--- src/rtl/pdma_pkg.sv ---
package pdma_pkg;

  typedef logic [2:0] reg_sel_t;

  localparam reg_sel_t RG_CTRL   = 3'd0;
  localparam reg_sel_t RG_SRC_LO = 3'd1;
  localparam reg_sel_t RG_SRC_HI = 3'd2;
  localparam reg_sel_t RG_DST_LO = 3'd3;
  localparam reg_sel_t RG_DST_HI = 3'd4;
  localparam reg_sel_t RG_CNT_LO = 3'd5;
  localparam reg_sel_t RG_CNT_HI = 3'd6;
  localparam reg_sel_t RG_CLEAR  = 3'd7;

  localparam int CB_EN     = 0;
  localparam int CB_MODE   = 2;
  localparam int CB_DEMAND = 3;
  localparam int CB_SINC   = 4;
  localparam int CB_SSFR   = 5;
  localparam int CB_DINC   = 6;
  localparam int CB_DSFR   = 7;

  typedef struct packed {
    logic dsfr;
    logic dinc;
    logic ssfr;
    logic sinc;
    logic demand;
    logic mode;
    logic en;
  } chan_ctrl_t;

  typedef enum logic [1:0] {
    ST_IDLE  = 2'd0,
    ST_READ  = 2'd1,
    ST_WRITE = 2'd2
  } mover_state_e;

endpackage

--- src/rtl/pdma_addr_gen.sv ---
module pdma_addr_gen #(
  parameter int HALF_W = 8
) (
  input  logic                clk,
  input  logic                rst_n,
  input  logic                load_i,
  input  logic [2*HALF_W-1:0] load_val_i,
  input  logic                step_i,
  input  logic                inc_i,
  input  logic                sfr_i,
  output logic [2*HALF_W-1:0] addr_o,
  output logic                space_o
);

  localparam int FULL_W = 2 * HALF_W;
  localparam logic [HALF_W-1:0] ONE_H = {{(HALF_W-1){1'b0}}, 1'b1};
  localparam logic [FULL_W-1:0] ONE_F = {{(FULL_W-1){1'b0}}, 1'b1};

  logic [FULL_W-1:0] cur_q;
  logic [FULL_W-1:0] nxt;

  always_comb begin
    if (sfr_i) nxt = {cur_q[FULL_W-1:HALF_W], cur_q[HALF_W-1:0] + ONE_H};
    else       nxt = cur_q + ONE_F;
  end

  always_ff @(posedge clk or negedge rst_n) begin
    if (!rst_n)                cur_q <= '0;
    else if (load_i)           cur_q <= load_val_i;
    else if (step_i && inc_i)  cur_q <= nxt;
  end

  assign addr_o  = sfr_i ? {{HALF_W{1'b0}}, cur_q[HALF_W-1:0]} : cur_q;
  assign space_o = sfr_i;

endmodule

--- src/rtl/pdma_seq.sv ---
module pdma_seq
  import pdma_pkg::*;
#(
  parameter int CNT_W  = 16,
  parameter int DATA_W = 8
) (
  input  logic              clk,
  input  logic              rst_n,
  input  logic              run_i,
  input  logic              start_i,
  input  logic [CNT_W-1:0]  cnt_init_i,
  input  logic              paced_i,
  input  logic              req_i,
  input  logic              rd_ready_i,
  input  logic [DATA_W-1:0] rd_data_i,
  input  logic              wr_ready_i,
  output logic              rd_valid_o,
  output logic              wr_valid_o,
  output logic [DATA_W-1:0] wr_data_o,
  output logic              step_o,
  output logic              ack_o,
  output logic              finish_o
);

  localparam logic [CNT_W-1:0] ONE_C = {{(CNT_W-1){1'b0}}, 1'b1};

  mover_state_e      state_q;
  logic [CNT_W-1:0]  left_q;
  logic [DATA_W-1:0] hold_q;
  logic              left_zero;
  logic              go;
  logic              wr_hs;

  assign left_zero = (left_q == '0);
  assign go        = run_i && !left_zero && (!paced_i || req_i);
  assign wr_hs     = (state_q == ST_WRITE) && wr_ready_i;
  assign finish_o  = (state_q == ST_IDLE) && run_i && left_zero;

  always_ff @(posedge clk or negedge rst_n) begin
    if (!rst_n)       left_q <= '0;
    else if (start_i) left_q <= cnt_init_i;
    else if (wr_hs)   left_q <= left_q - ONE_C;
  end

  always_ff @(posedge clk or negedge rst_n) begin
    if (!rst_n) begin
      state_q <= ST_IDLE;
      hold_q  <= '0;
    end else begin
      case (state_q)
        ST_IDLE:  if (go) state_q <= ST_READ;
        ST_READ:  if (rd_ready_i) begin
                    hold_q  <= rd_data_i;
                    state_q <= ST_WRITE;
                  end
        ST_WRITE: if (wr_ready_i) state_q <= ST_IDLE;
        default:  state_q <= ST_IDLE;
      endcase
    end
  end

  assign rd_valid_o = (state_q == ST_READ);
  assign wr_valid_o = (state_q == ST_WRITE);
  assign wr_data_o  = hold_q;
  assign step_o     = wr_hs;
  assign ack_o      = wr_hs && paced_i;

endmodule

--- src/rtl/pdma_regs.sv ---
module pdma_regs
  import pdma_pkg::*;
#(
  parameter int REG_W = 8
) (
  input  logic               clk,
  input  logic               rst_n,
  input  logic               cfg_we,
  input  reg_sel_t           cfg_addr,
  input  logic [REG_W-1:0]   cfg_wdata,
  input  logic               finish_i,
  output chan_ctrl_t         ctrl_o,
  output logic               start_o,
  output logic               done_o,
  output logic [2*REG_W-1:0] src_cfg_o,
  output logic [2*REG_W-1:0] dst_cfg_o,
  output logic [2*REG_W-1:0] cnt_cfg_o
);

  chan_ctrl_t       ctrl_q;
  logic [REG_W-1:0] src_lo_q, src_hi_q, dst_lo_q, dst_hi_q, cnt_lo_q, cnt_hi_q;
  logic             done_q;
  logic             wr_open;
  logic             clr_hit;

  assign wr_open = cfg_we && !ctrl_q.en;
  assign start_o = wr_open && (cfg_addr == RG_CTRL) && cfg_wdata[CB_EN];
  assign clr_hit = cfg_we && (cfg_addr == RG_CLEAR) && cfg_wdata[0];

  always_ff @(posedge clk or negedge rst_n) begin
    if (!rst_n) begin
      ctrl_q   <= '0;
      src_lo_q <= '0;
      src_hi_q <= '0;
      dst_lo_q <= '0;
      dst_hi_q <= '0;
      cnt_lo_q <= '0;
      cnt_hi_q <= '0;
      done_q   <= 1'b0;
    end else begin
      if (wr_open) begin
        case (cfg_addr)
          RG_CTRL: begin
            ctrl_q.en     <= cfg_wdata[CB_EN];
            ctrl_q.mode   <= cfg_wdata[CB_MODE];
            ctrl_q.demand <= cfg_wdata[CB_DEMAND];
            ctrl_q.sinc   <= cfg_wdata[CB_SINC];
            ctrl_q.ssfr   <= cfg_wdata[CB_SSFR];
            ctrl_q.dinc   <= cfg_wdata[CB_DINC];
            ctrl_q.dsfr   <= cfg_wdata[CB_DSFR];
          end
          RG_SRC_LO: src_lo_q <= cfg_wdata;
          RG_SRC_HI: src_hi_q <= cfg_wdata;
          RG_DST_LO: dst_lo_q <= cfg_wdata;
          RG_DST_HI: dst_hi_q <= cfg_wdata;
          RG_CNT_LO: cnt_lo_q <= cfg_wdata;
          RG_CNT_HI: cnt_hi_q <= cfg_wdata;
          default: ;
        endcase
      end
      if (finish_i) begin
        ctrl_q.en <= 1'b0;
        done_q    <= 1'b1;
      end else if (start_o || clr_hit) begin
        done_q    <= 1'b0;
      end
    end
  end

  assign ctrl_o    = ctrl_q;
  assign done_o    = done_q;
  assign src_cfg_o = {src_hi_q, src_lo_q};
  assign dst_cfg_o = {dst_hi_q, dst_lo_q};
  assign cnt_cfg_o = {cnt_hi_q, cnt_lo_q};

endmodule

--- src/rtl/pdma_channel.sv ---
module pdma_channel
  import pdma_pkg::*;
#(
  parameter int REG_W = 8
) (
  input  logic               clk,
  input  logic               rst_n,
  input  logic               cfg_we,
  input  logic [2:0]         cfg_addr,
  input  logic [REG_W-1:0]   cfg_wdata,
  input  logic               per_req,
  output logic               per_ack,
  output logic               rd_valid,
  input  logic               rd_ready,
  output logic [2*REG_W-1:0] rd_addr,
  output logic               rd_space,
  input  logic [REG_W-1:0]   rd_data,
  output logic               wr_valid,
  input  logic               wr_ready,
  output logic [2*REG_W-1:0] wr_addr,
  output logic               wr_space,
  output logic [REG_W-1:0]   wr_data,
  output logic               xfer_done,
  output logic               chan_run
);

  localparam int ADDR_W = 2 * REG_W;
  localparam int CNT_W  = 2 * REG_W;
  localparam int N_EP   = 2;

  chan_ctrl_t        ctrl;
  logic              start;
  logic              finish;
  logic              step;
  logic              paced;
  logic [ADDR_W-1:0] src_cfg, dst_cfg;
  logic [CNT_W-1:0]  cnt_cfg;

  logic [ADDR_W-1:0] ep_cfg   [N_EP];
  logic              ep_inc   [N_EP];
  logic              ep_sfr   [N_EP];
  logic [ADDR_W-1:0] ep_addr  [N_EP];
  logic              ep_space [N_EP];

  pdma_regs #(.REG_W(REG_W)) u_regs (
    .clk       (clk),
    .rst_n     (rst_n),
    .cfg_we    (cfg_we),
    .cfg_addr  (cfg_addr),
    .cfg_wdata (cfg_wdata),
    .finish_i  (finish),
    .ctrl_o    (ctrl),
    .start_o   (start),
    .done_o    (xfer_done),
    .src_cfg_o (src_cfg),
    .dst_cfg_o (dst_cfg),
    .cnt_cfg_o (cnt_cfg)
  );

  assign paced = !ctrl.mode && ctrl.demand;

  assign ep_cfg[0] = src_cfg;
  assign ep_inc[0] = ctrl.sinc;
  assign ep_sfr[0] = ctrl.ssfr;
  assign ep_cfg[1] = dst_cfg;
  assign ep_inc[1] = ctrl.dinc;
  assign ep_sfr[1] = ctrl.dsfr;

  for (genvar e = 0; e < N_EP; e++) begin : g_ep
    pdma_addr_gen #(.HALF_W(REG_W)) u_ag (
      .clk        (clk),
      .rst_n      (rst_n),
      .load_i     (start),
      .load_val_i (ep_cfg[e]),
      .step_i     (step),
      .inc_i      (ep_inc[e]),
      .sfr_i      (ep_sfr[e]),
      .addr_o     (ep_addr[e]),
      .space_o    (ep_space[e])
    );
  end

  pdma_seq #(.CNT_W(CNT_W), .DATA_W(REG_W)) u_seq (
    .clk        (clk),
    .rst_n      (rst_n),
    .run_i      (ctrl.en),
    .start_i    (start),
    .cnt_init_i (cnt_cfg),
    .paced_i    (paced),
    .req_i      (per_req),
    .rd_ready_i (rd_ready),
    .rd_data_i  (rd_data),
    .wr_ready_i (wr_ready),
    .rd_valid_o (rd_valid),
    .wr_valid_o (wr_valid),
    .wr_data_o  (wr_data),
    .step_o     (step),
    .ack_o      (per_ack),
    .finish_o   (finish)
  );

  assign rd_addr  = ep_addr[0];
  assign rd_space = ep_space[0];
  assign wr_addr  = ep_addr[1];
  assign wr_space = ep_space[1];
  assign chan_run = ctrl.en;

endmodule

--- config.mk ---
export PLATFORM = sky130hd
export DESIGN_NAME = pdma_channel
export DESIGN_NICKNAME = d
export VERILOG_FILES = /design/src/rtl/pdma_pkg.sv /design/src/rtl/pdma_addr_gen.sv /design/src/rtl/pdma_seq.sv /design/src/rtl/pdma_regs.sv /design/src/rtl/pdma_channel.sv
export SDC_FILE = /design/constraint.sdc
export NUM_CORES = 1
export LEC_CHECK = 0
export ABC_AREA = 1
export BUFFER_PORTS_ARGS = -buffer_cell sky130_fd_sc_hd__buf_4
export CAP_MARGIN = 5
export CELL_PAD_IN_SITES_DETAIL_PLACEMENT = 0
export CELL_PAD_IN_SITES_GLOBAL_PLACEMENT = 1
export CORE_MARGIN = 2
export CORE_UTILIZATION = 43
export DETAILED_ROUTE_END_ITERATION = 8
export PLACE_DENSITY_LB_ADDON = 0.2
export SLEW_MARGIN = 40
export SYNTH_ARGS = -nofsm -noshare
export SYNTH_HDL_FRONTEND = slang
export SYNTH_SLANG_ARGS = --single-unit
export TNS_END_PERCENT = 100
--- constraint.sdc ---
create_clock -name clk -period 2 [get_ports clk]
set_input_delay 0.4 -clock clk [delete_from_list [all_inputs] [get_ports clk]]
set_output_delay 0.4 -clock clk [all_outputs]
set_load 0.01 [all_outputs]
==> run_results.csv <==
group,metric,value,unit
clock_tree,clock_latency,0.41,ns
critical_path,critical_path_class,"register to primary output",
clock_tree,htree_levels,4,
route,detail_route.drc_violations,0,
sta,setup_viol,0,
job,maxCapViolCount,0,
final_layout,nets,869,
yosys,synth_fp_nets,801,
final_layout,stdcell_area,7350,sq um
power_and_ir_drop,switching_share,34.7,%
outcome,outcome,"finished clean",
global_routing,grt_pass1_wl,26600,microns
global_routing,grt_pass1_vias,5098,
final_layout,utilization,54.9,%
yosys,synth_area,5950,sq um
route,wl_per_cell,15.7,microns
critical_path,startpoint_type,"register",
clock_tree,post-cts-setup-buffer-count,0,
global_routing,antenna_found_initial,0,
final_layout,n_fill_cell,1313,
critical_path,cp-end-kind,"primary output",
sta,period_needed,1.83,ns
placed_design,portBuffers,71,
worst_hold_path,hold_class,"input pin to register",
yosys,ys_ff_latch,114,
floorplanning,core.rowCount,42,
power_and_ir_drop,ir_drop,0.742,mV
yosys,synth_area_per_cell,7.69,sq um
critical_path,critPathArrivalTime,1.43,ns
power_and_ir_drop,intPower,7460,uW
power_and_ir_drop,powerDensity,1550,nW/um^2
final_layout,num_antenna_cells,0,
route,dr.pass1.iters,5,
route,ant_nets,0,
route,viasPerCell,5.09,
sta,fmax,545,MHz
sta,worstMarginPinSlew,0.606,ns
floorplanning,pin_count,72,
clock_tree,clock-sinks,114,
critical_path,worst-path-max-fanout,5,
yosys,synth_cells,773,
route,vias,5247,
clock_tree,numCtsBuffers,17,
route,drtIter0Drc,309,
final_layout,layout_commonest_cell,"nand2_1",
global_routing,grtUsageTotal,23.7,%
final_layout,fin_cells,1030,
floorplanning,start_util,44.4,%
sta,maxSlewHeadroom,59.6,%
yosys,ys.warnings.count,0,
global_routing,grt_max_degree,43,
power_and_ir_drop,power_frac_comb,30.6,%
sta,slew_viol_final,0,
floorplanning,die_area,14800,sq um
clock_tree,cts_tree,"done",
sta,timing.final.crit_share,91.7,%
final_layout,layout-drive-gt1-share,17.4,%
clock_tree,cts.clk_slew.worst_paths,0.05,ns
placed_design,place_area,6600,sq um
yosys,synthDistinctLibCells,33,
clock_tree,clockRootBuffer,"clkbuf_16",
placed_design,detailed_place_hpwl,11700,microns
global_routing,grt_overflow,0,
placed_design,gp_congestion,0.863,
critical_path,rr_worst_depth,9,
power_and_ir_drop,pwr-share-clk,32.6,%
power_and_ir_drop,leakagePower,0.00364,uW
power_and_ir_drop,seqPwrFrac,36.8,%
floorplanning,die_x,122,microns
sta,setup_tns,0,ns
final_layout,syn_to_final_growth,23.6,%
sta,hold_viol,0,
final_layout,final_cell_mix,"221 x nand2_1, 113 x dfrtp_1, 89 x nor2_1",
floorplanning,coreArea,13400,sq um
sta,rsz0062_at_grt,"false",
yosys,ys_seq_area_share,48.0,%
placed_design,dp.cells,997,
power_and_ir_drop,p_switching,3960,uW
floorplanning,fp.dieH,122,microns
worst_hold_path,holdPathStages,2,
critical_path,required,1.60,ns
sta,finClkSkew,0.00536,ns
route,wl,16100,microns
clock_tree,cts.path.max_buffers,2,
[critical path, cell delays in order (launching register included)]
cell and delay (ns):
dfrtp_2 0.40, inv_2 0.05, nor2_4 0.14, nand2_4 0.11, nor3_4 0.16, buf_4 0.15
[layer usage]
| metal | part of all wire (%) | up-vias | GRT usage (%) |
|---|---|---|---|
| met4 | 1.6 | 0 | 8.12 |
| met1 | 45 | 2471 | 31.3 |
| li1 | - | 2616 | - |
| met3 | 4.9 | 16 | 5.24 |
| met5 | 0 | - | 0 |
| met2 | 48 | 144 | 38.7 |
[per-stage QoR]
stage / setup WS [ns] / total power (uW) / hold WS [ns]
after floorplan: 0.530 / 6470 / 0.104
after global placement: 0.215 / 7640 / 0.401
after detailed placement: 0.158 / 7710 / 0.396
after CTS: 0.0400 / 11500 / 0.198
after global routing: 0.0618 / 12200 / 0.205
final: 0.166 / 11400 / 0.217
[state kept, by name, summed over array words and instances, names as in the netlist]
name	count
g_ep.u_ag.cur_q	32
u_regs.cnt_hi_q	8
u_regs.cnt_lo_q	8
u_regs.ctrl_o	7
u_regs.done_o	1
u_regs.dst_hi_q	8
u_regs.dst_lo_q	8
u_regs.src_hi_q	8
u_regs.src_lo_q	8
u_seq.left_q	16
u_seq.state_q	2
u_seq.wr_data_o	8
[cell usage after synthesis]
library cell  count  share of area, %
nand2_1         222                14
dfrtp_1         114                48
nor2_1           89               5.6
inv_1            73               4.6
o21ai_0          67               5.6
nand3_1          46               3.9
buf_4            20               2.5
nor3_1           19               1.6
a21oi_1          16               1.3
nand4_1          12               1.3
xor2_1           11               1.6
o21ai_1          10              0.84
clkbuf_1          9              0.57
o211ai_1          9               1.1
inv_2             8              0.50
mux2_2            8               1.5
o22ai_1           5              0.53
or2_2             4              0.42
buf_2             3              0.25
buf_6             3              0.57
ha_1              3              0.63
nand2_2           3              0.32
o221ai_1          3              0.44
xnor2_1           3              0.44
a31oi_1           2              0.21
nor2_2            2              0.21
nor3_2            2              0.34
o21ai_2           2              0.29
a21o_1            1              0.13
and2_1            1              0.11
nand2_4           1              0.19
nor2_4            1              0.19
o31ai_1           1              0.13
[cells by family (layout without fill, tap and decap cells)]
kind of cell	Yosys count	in the layout	share of synthesized area (%)
adders and majority gates	3	3	0.631
buffers and inverters	116	197	9.02
xor gates and xnor gates	14	14	2.06
DFF	114	114	48.0
muxes	8	8	1.51
AOI/OAI and AO/OA	116	116	10.7
and+or+nand+nor	402	402	28.1
[worst paths after layout]
check / from / to / slack (ns)
setup / recovery: u_seq.state_q[1] / per_ack / 0.17
hold / removal: rd_data[1] / u_seq.wr_data_o[1] / 0.22
setup reg to reg: u_regs.ctrl_o[0] / g_ep[1].u_ag.cur_q[7] / 0.22
hold reg to reg: u_regs.src_hi_q[5] / u_regs.src_hi_q[5] / 0.48
max in group asynchronous: rst_n / g_ep[0].u_ag.cur_q[14] / 0.89
min in group asynchronous: rst_n / u_seq.left_q[9] / 0.49
[cell type report]
| cell class | count | area, sq um | area share, % |
|---|---|---|---|
| clock buffer | 18 | 439 | 5.97 |
| multi-input combinational | 543 | 2580 | 35.1 |
| timing repair buffer | 84 | 671 | 9.12 |
| tap | 176 | 220 | 2.99 |
| clock inverter | 14 | 283 | 3.85 |
| inverter | 81 | 304 | 4.13 |
| sequential | 114 | 2850 | 38.8 |
[repair_timing]
action,in CTS,in global routing
cloned,0,0
setup endpoints to repair,1,1
hold buffers,1,0
hold endpoints to repair,32,0
gates resized for setup,3,3
[power groups by stage]
| stage | combinational (uW) | sequential (uW) | clock (uW) |
|---|---|---|---|
| 2_1_floorplan | 2490 | 3970 | 0 |
| 3_3_place_gp | 3450 | 4180 | 0 |
| 3_5_place_dp | 3500 | 4210 | 0 |
| 4_1_cts | 3530 | 4200 | 3770 |
| 5_1_grt | 4000 | 4360 | 3880 |
| 6_report | 3490 | 4200 | 3720 |
(Power assumes the default switching activity.)
